--- config.mk ---
export PLATFORM = sky130hd
export DESIGN_NAME = bitcnt_unit
export DESIGN_NICKNAME = d
export VERILOG_FILES = /design/src/rtl/bitcnt_pkg.sv /design/src/rtl/bitcnt_front.sv /design/src/rtl/bitcnt_chain.sv /design/src/rtl/bitcnt_unit.sv
export SDC_FILE = /design/constraint.sdc
export NUM_CORES = 1
export LEC_CHECK = 0
export BUFFER_PORTS_ARGS = -buffer_cell sky130_fd_sc_hd__buf_2
export CORE_MARGIN = 2
export CORE_UTILIZATION = 49
export DETAILED_ROUTE_END_ITERATION = 16
export PLACE_DENSITY = 0.81
export SLEW_MARGIN = 20
export SYNTH_ARGS = -nofsm -noshare
export SYNTH_HDL_FRONTEND = slang
export SYNTH_SLANG_ARGS = --single-unit
--- constraint.sdc ---
create_clock -name vclk -period 8.7
set_clock_uncertainty 0.2 [all_clocks]
set_input_delay 1.305 -clock vclk [all_inputs]
set_output_delay 1.305 -clock vclk [all_outputs]
set_load 0.01 [all_outputs]
--- src/rtl/bitcnt_pkg.sv ---
package bitcnt_pkg;

  typedef enum logic [1:0] {
    CNT_LEAD  = 2'b00,
    CNT_TRAIL = 2'b01,
    CNT_ONES  = 2'b10,
    CNT_RSVD  = 2'b11
  } cnt_op_e;

endpackage

--- src/rtl/bitcnt_front.sv ---
module bitcnt_front
  import bitcnt_pkg::*;
#(
  parameter int unsigned WIDTH = 32
) (
  input  logic [WIDTH-1:0] operand_i,
  input  cnt_op_e          op_i,
  output logic [WIDTH-1:0] chain_vec_o,
  output logic             ones_mode_o
);

  logic [WIDTH-1:0] mirrored;

  for (genvar g = 0; g < WIDTH; g++) begin : g_mirror
    assign mirrored[g] = operand_i[WIDTH-1-g];
  end

  always_comb begin
    chain_vec_o = (op_i == CNT_LEAD) ? mirrored : operand_i;
    ones_mode_o = (op_i == CNT_ONES);
  end

  // the mirrored vector keeps the operand's highest bit at position 0
  always_comb begin
    if (op_i == CNT_LEAD) begin
      p_mirror_ends_r3: assert (chain_vec_o[0] == operand_i[WIDTH-1]);
    end
  end

endmodule

--- src/rtl/bitcnt_chain.sv ---
module bitcnt_chain #(
  parameter int unsigned WIDTH = 32,
  localparam int unsigned CNT_W = $clog2(WIDTH) + 1
) (
  input  logic [WIDTH-1:0] vec_i,
  input  logic             ones_mode_i,
  output logic [CNT_W-1:0] count_o
);

  logic [WIDTH-1:0] stage_en;
  logic [WIDTH-1:0] stage_hit;
  logic [CNT_W-1:0] partial [WIDTH+1];

  assign partial[0] = '0;

  for (genvar g = 0; g < WIDTH; g++) begin : g_stage
    if (g == 0) begin : g_first
      assign stage_en[g] = 1'b1;
    end else begin : g_next
      assign stage_en[g] = ones_mode_i | (stage_en[g-1] & ~vec_i[g-1]);
    end
    assign stage_hit[g]  = stage_en[g] & (ones_mode_i ? vec_i[g] : ~vec_i[g]);
    assign partial[g+1]  = partial[g] + CNT_W'(stage_hit[g]);
  end

  assign count_o = partial[WIDTH];

  // in zero-run mode the enables form one unbroken run starting at bit 0
  always_comb begin
    if (!ones_mode_i) begin
      p_enable_run_r2: assert ((stage_en & (stage_en + 1'b1)) == '0);
    end
  end

  // a zero run shorter than the width ends on a one bit
  always_comb begin
    if (!ones_mode_i && count_o < CNT_W'(WIDTH)) begin
      p_run_stops_on_one_r2: assert (vec_i[count_o[CNT_W-2:0]] == 1'b1);
    end
  end

  // the count never exceeds the operand width
  always_comb begin
    p_count_bound_r1: assert (count_o <= CNT_W'(WIDTH));
  end

endmodule

--- src/rtl/bitcnt_unit.sv ---
module bitcnt_unit
  import bitcnt_pkg::*;
#(
  parameter int unsigned WIDTH = 32,
  localparam int unsigned CNT_W = $clog2(WIDTH) + 1
) (
  input  logic [WIDTH-1:0] operand_i,
  input  logic [1:0]       op_sel_i,
  output logic [WIDTH-1:0] count_o
);

  cnt_op_e          op;
  logic [WIDTH-1:0] chain_vec;
  logic             ones_mode;
  logic [CNT_W-1:0] raw_count;

  assign op = cnt_op_e'(op_sel_i);

  bitcnt_front #(.WIDTH(WIDTH)) u_front (
    .operand_i   (operand_i),
    .op_i        (op),
    .chain_vec_o (chain_vec),
    .ones_mode_o (ones_mode)
  );

  bitcnt_chain #(.WIDTH(WIDTH)) u_chain (
    .vec_i       (chain_vec),
    .ones_mode_i (ones_mode),
    .count_o     (raw_count)
  );

  always_comb begin
    count_o = '0;
    if (op != CNT_RSVD) begin
      count_o[CNT_W-1:0] = raw_count;
    end
  end

  // set-bit mode agrees with an independent population count
  always_comb begin
    if (op == CNT_ONES) begin
      p_ones_match_r1: assert (count_o == WIDTH'($countones(operand_i)));
    end
  end

  // reserved select gives zero
  always_comb begin
    if (op == CNT_RSVD) begin
      p_reserved_zero_r6: assert (count_o == '0);
    end
  end

  // upper result bits stay clear
  always_comb begin
    p_upper_clear_r7: assert (count_o[WIDTH-1:CNT_W] == '0);
  end

  // a zero operand gives the full width for both zero counts
  always_comb begin
    if (operand_i == '0 && (op == CNT_LEAD || op == CNT_TRAIL)) begin
      p_zero_full_r4: assert (count_o == WIDTH);
    end
  end

endmodule

==> results of run 1 <==
-- logic make-up (layout without fill, tap and decap cells) --
group	count (synthesis)	after routing	synth area share, %
simple gates	83	83	22.99
mux	9	9	4.662
xor+xnor	2	2	0.8942
compound gates	60	60	20.63
fa+ha+maj	33	33	30.27
buf+inv	65	108	20.37
other cells	1	26	0.1914
-- worst max-delay path: stages --
cell and delay (ns):
buf_2 0.10, or4_1 0.54, or3_4 0.39, nor4_4 0.25
o2111a_1 0.28, mux2i_2 0.09, fa_1 0.46, fa_1 0.56
fa_1 0.45, fa_1 0.50, fa_1 0.53, inv_2 0.04
fa_1 0.47, fa_2 0.41, inv_2 0.06, fa_2 0.19
o21bai_1 0.06, a21oi_1 0.15, xor2_1 0.19, a21oi_2 0.04
buf_2 0.13
-- metal layers --
layer	up-vias	global-route usage [%]	wire length, um
met1	1023	34.24	2312
met2	118	46.53	2897
li1	971	-	-
met3	16	3.167	434
met4	0	7.143	155
met5	-	0	0
-- placed cells by master, fill, tap and decap left out, types with 5 or more instances in the layout --
master | Yosys | final
mux2i_1 | 8 | 5
nor2_1 | 30 | 27
inv_1 | 27 | 25
buf_6 | 1 | 7
buf_2 | 0 | 38
a21oi_2 | 0 | 6
a22oi_1 | 6 | 6
nor4_4 | 3 | 5
buf_4 | 26 | 34
a21oi_1 | 24 | 18
nand2_1 | 17 | 15
conb_1 | 1 | 26
nor3_1 | 13 | 12
o22ai_1 | 5 | 5
ha_1 | 9 | 8
fa_1 | 24 | 22
-- cell type report --
cell class                      count  area, sq um
Multi-Input combinational cell    213         1784
Tap cell                           48        60.06
Inverter                           28        106.4
Timing Repair Buffer               80        544.3
Fill cell                         339         1249
-- Yosys cell counts, drive strengths merged (2+ instances only) --
cell	number
a22oi	6
nand2	18
a32oi	3
nor2	31
clkbuf	9
nor3	14
o21ai	4
nor2b	3
ha	9
inv	27
a21o	2
a211oi	4
and2	2
buf	28
nor4	9
fa	24
or3	2
a22o	2
mux2i	8
xor2	2
a21oi	24
o22ai	5
-- power breakdown --
part | internal [uW] | switching (uW)
Clock | 0 | 0
Combinational | 180 | 204
Sequential | 0 | 0
-- what timing repair did --
action	in CTS	in global routing
resized for setup	13	12
setup buffers	5	2
endpoints found under the setup margin	5	6
pin swaps	22	12
hold endpoints to repair	0	0
gates cloned	0	0
-- through the flow --
step                      std cells  hold WS (ns)  total power (uW)
after floorplan                 278         2.746             253.3
final                           369         2.993             383.4
after detailed placement        362         2.987             361.3
after global routing            369         3.004             425.6
after CTS                       367         2.964             388.0
after global placement          362         2.996             353.2
-- path summary, 6_finish.rpt --
check,start,end,slack (ns)
max,operand_i[14],count_o[4],-0.02
min,op_sel_i[1],count_o[1],2.99
==> results.md, run 1 <==
* Post-synthesis to final-layout area growth at 27.33%
* Layout Nets at 390
* Setup violations, final at 1
* Mapped Cells at 253
* Unrepaired setup endpoints after global routing: true
* Yosys warns at 0
* Final min period at 8.722 ns
* Grt ovf at 0
* Distinct cells, synth at 50
* Cts hold-fix bufs at 0
* Synth top area share at about 25%
* Layout cell share with drive strength beyond 1 at a little under two fifths
* Initial core utilization at a little over half
* Crit path required time at ~7.2 ns
* TNS Setup at -0.02216 ns
* FF+latch count at 0
* Hold path depth at 5
* GRT Total Usage at 26.46%
* FP Rows at 22
* Min-delay worst type: in2out
* Crit Path Category: in2out
* Mean Syn Cell Area at around 7.7 sq um
* Ports at between 60 and 70
* Die area at roughly 0.0045 sq mm
* VDD IR max at 0.0002938 V
* Final period util at 100.3%
* Syn Std Cell Area at 0.001959 sq mm
* Die height at between 60 and 70 um
* Sequential share of the synthesized area at 0%
* Final hold vios at 0
* Antenna cells at 0
* Power per standard cell area at roughly 150 mW/mm^2
* DRT antenna net count at 0
* First-pass GRT wire length at just over 9000 um
* Max Freq at 114.7 MHz
* GP Congestion at 0.9284
* Final setup margin at -0.02216 ns
* Setup Slack @ Placement at -0.2188 ns
* Crit path max fanout at 3
* Largest net degree at the start of global routing at 28
* Max Cap Viol at 0
* Yosys top cell by area: fa_1
* Setup crit end kind: primary output
* HPWL Detailed at 4641 um
* Initial detailed-routing violation count at between 200 and 300
* Vias in the first global route at roughly 2000
* DRT Wirelength at approximately 5800 um
* DRC Markers at 0
* Failing checks: setup timing
* CP Data Arrival Time at roughly 7.2 ns
* Core Area at about 0.0037 sq mm
* Via count at 2128
* Largest cells by area after synthesis: fa_1, buf_4, a21oi_1
* Wire per inst at between 15 and 20 um
* Clock buf count at 0
* X dimension of the die at 67.24 um
* Layout Utilization at between 60% and 70%
* Initial antenna violation count at 0
* Critical Path Source Type: primary input
* Drt via density at 5.767
* Register area at 0 sq um
* Final Cell Area at roughly 0.0025 sq mm
* Outcome: complete, but fails checks
* Leakage at ~0.0012 uW
* Drt pass-1 iters at 5
* IO buf count at 40
* Final slew viol count at 0
* Placement Cell Area at approximately 0.0023 sq mm
Power figures use the tool's default switching activity.
==> inputs of run 2 (changes only) <==
--- a/config.mk
+++ b/config.mk
@@ -7,9 +7,9 @@
 export LEC_CHECK = 0
 export BUFFER_PORTS_ARGS = -buffer_cell sky130_fd_sc_hd__buf_2
 export CORE_MARGIN = 2
-export CORE_UTILIZATION = 49
+export CORE_UTILIZATION = 54
 export DETAILED_ROUTE_END_ITERATION = 16
-export PLACE_DENSITY = 0.81
+export PLACE_DENSITY = 0.85
 export SLEW_MARGIN = 20
 export SYNTH_ARGS = -nofsm -noshare
 export SYNTH_HDL_FRONTEND = slang
==> constraint.sdc (replaced) <==
create_clock -name vclk -period 9.5
set_clock_uncertainty 0.2 [all_clocks]
set_input_delay 1.425 -clock vclk [all_inputs]
set_output_delay 1.425 -clock vclk [all_outputs]
set_load 0.01 [all_outputs]
==> results.md, run 2 (same netlist as run 1, synthesis figures left out) <==
* Min-delay worst type: in2out
* Setup crit end kind: primary output
* Placement Cell Area at between 0.002 and 0.0025 sq mm
* HPWL Detailed at between 4000 and 5000 um
* GRT Total Usage at approximately a quarter
* Cts hold-fix bufs at 0
* GP Congestion at between 0.9 and 1
* Critical Path Most Common Cell: fa_1
* Via count at 1953
* Vias in the first global route at 1671
* Power per standard cell area at approximately 130 mW/mm^2
* Worst-Margin Slew at around 0.46 ns
* VDD IR max at 0.0001164 V
* Critical Path Source Type: primary input
* Register area at 0 sq um
* Grt ovf at 0
* Setup violations, final at 0
* Fill cells at slightly above 300
* Power Total at roughly 300 uW
* Commonest non-fill, non-tap cell in the layout: buf_2
* Drt pass-1 iters at 5
* Layout cell share with drive strength beyond 1 at 27.80%
* X dimension of the die at between 60 and 70 um
* Hold path depth at 4
* Leakage at approximately 0.0011 uW
* FF+latch count at 0
* Initial antenna violation count at 0
* Die height at 64.24 um
* Final hold vios at 0
* Max_slew headroom at about two thirds
* Drt via density at roughly 5.7
* Final min period at approximately 9.3 ns
* First-pass GRT wire length at approximately 8000 um
* Final slew viol count at 0
* Initial detailed-routing violation count at 248
* Largest net degree at the start of global routing at 28
* Combinational share of power at 100.0%
* CP Data Arrival Time at ~7.7 ns
* Most frequent cells in the layout: buf_2, nor2_1, inv_1, conb_1
* IO buf count at 40
* Area of the multi-input gates at between 0.0015 and 0.002 sq mm
* Max Freq at between 100 and 150 MHz
* Wire per inst at 15.55 um
* Worst path slowest cell: fa_1
* Antenna cells at 0
* Min-Delay Startpoint: op_sel_i[0]
* Internal power at 131.4 uW
* Clock power frac at 0%
* Final period util at between 90% and 100%
* Min Hold Slack at about 3.1 ns
* Crit path required time at approximately 8 ns
* Layout Nets at approximately 360
* Core Area at approximately 0.0034 sq mm
* Sequential power share at 0%
* Ports at 66
* DRT Wirelength at ~5300 um
* P_sw at 167.3 uW
* Clock buf count at 0
* Crit Path Category: in2out
* Max Cap Viol at 0
* Hold EP: count_o[1]
* Post-synthesis to final-layout area growth at 15.58%
* DRC Markers at 0
* CP peak stage delay at 0.58 ns
* Initial core utilization at 57.36%
* Final Cell Area at 0.002265 sq mm
* Outcome: finished clean
* Switching Fraction at 56.01%
* DRT antenna net count at 0
* Die area at approximately 0.0041 sq mm
* FP Rows at 21
* Crit path max fanout at 5
[run 2: critical path: cells and delay by family]
| family | cells | cell delay, ns |
|---|---|---|
| AO/OA/AOI/OAI | 6 | 0.64 |
| buffers and inverters | 5 | 0.56 |
| AND/OR/NAND/NOR | 6 | 1.05 |
| XOR/XNOR | 1 | 0.15 |
| adder cells (fa/ha/maj) | 9 | 3.85 |
[run 2: layout make-up]
class	instances	area share, %
repair buffers	54	15.36
multi-input cells	213	77.40
inverters	28	4.696
well taps	46	2.541
[run 2: through the flow]
step,utilization (%),setup slack (ns),instances,setup TNS [ns]
detailed placement,61.28,0.06737,337,0
finish,66.30,0.2107,341,0
CTS,61.28,0.06166,337,0
global placement,61.28,0.1860,337,0
global route,66.30,-0.05706,341,-0.1004
floorplan,-,0.03609,278,0
[run 2: what timing repair did]
action	CTS	global route
buffers inserted	0	3
resized for setup	0	29
endpoints found under the hold margin	0	0
endpoints found under the setup margin	0	4
[run 2: routing by layer]
| metal | track usage, % | vias up | routed length [um] |
|---|---|---|---|
| met4 | 2.660 | 0 | 92 |
| li1 | - | 916 | - |
| met3 | 2.113 | 14 | 492 |
| met1 | 33.77 | 893 | 2118 |
| met2 | 40.76 | 130 | 2600 |
| met5 | 0 | - | 0 |
[run 2: power groups by stage]
| stage | Sequential, uW | Clock (uW) | Combinational, uW |
|---|---|---|---|
| global placement | 0 | 0 | 281 |
| detailed placement | 0 | 0 | 291 |
| global route | 0 | 0 | 342 |
| floorplan | 0 | 0 | 217 |
| finish | 0 | 0 | 299 |
| CTS | 0 | 0 | 292 |
[run 2: worst max path at each step]
| stage | from | endpoint | slack, ns | depth (start not counted) |
|---|---|---|---|---|
| 2_1_floorplan | op_sel_i[0] | count_o[4] | 0.04 | 27 |
| 3_3_place_gp | op_sel_i[0] | count_o[4] | 0.19 | 28 |
| 3_5_place_dp | op_sel_i[0] | count_o[4] | 0.07 | 26 |
| 4_1_cts | op_sel_i[0] | count_o[4] | 0.06 | 27 |
| 5_1_grt | op_sel_i[0] | count_o[4] | -0.06 | 27 |
| 6_report | op_sel_i[0] | count_o[4] | 0.21 | 27 |
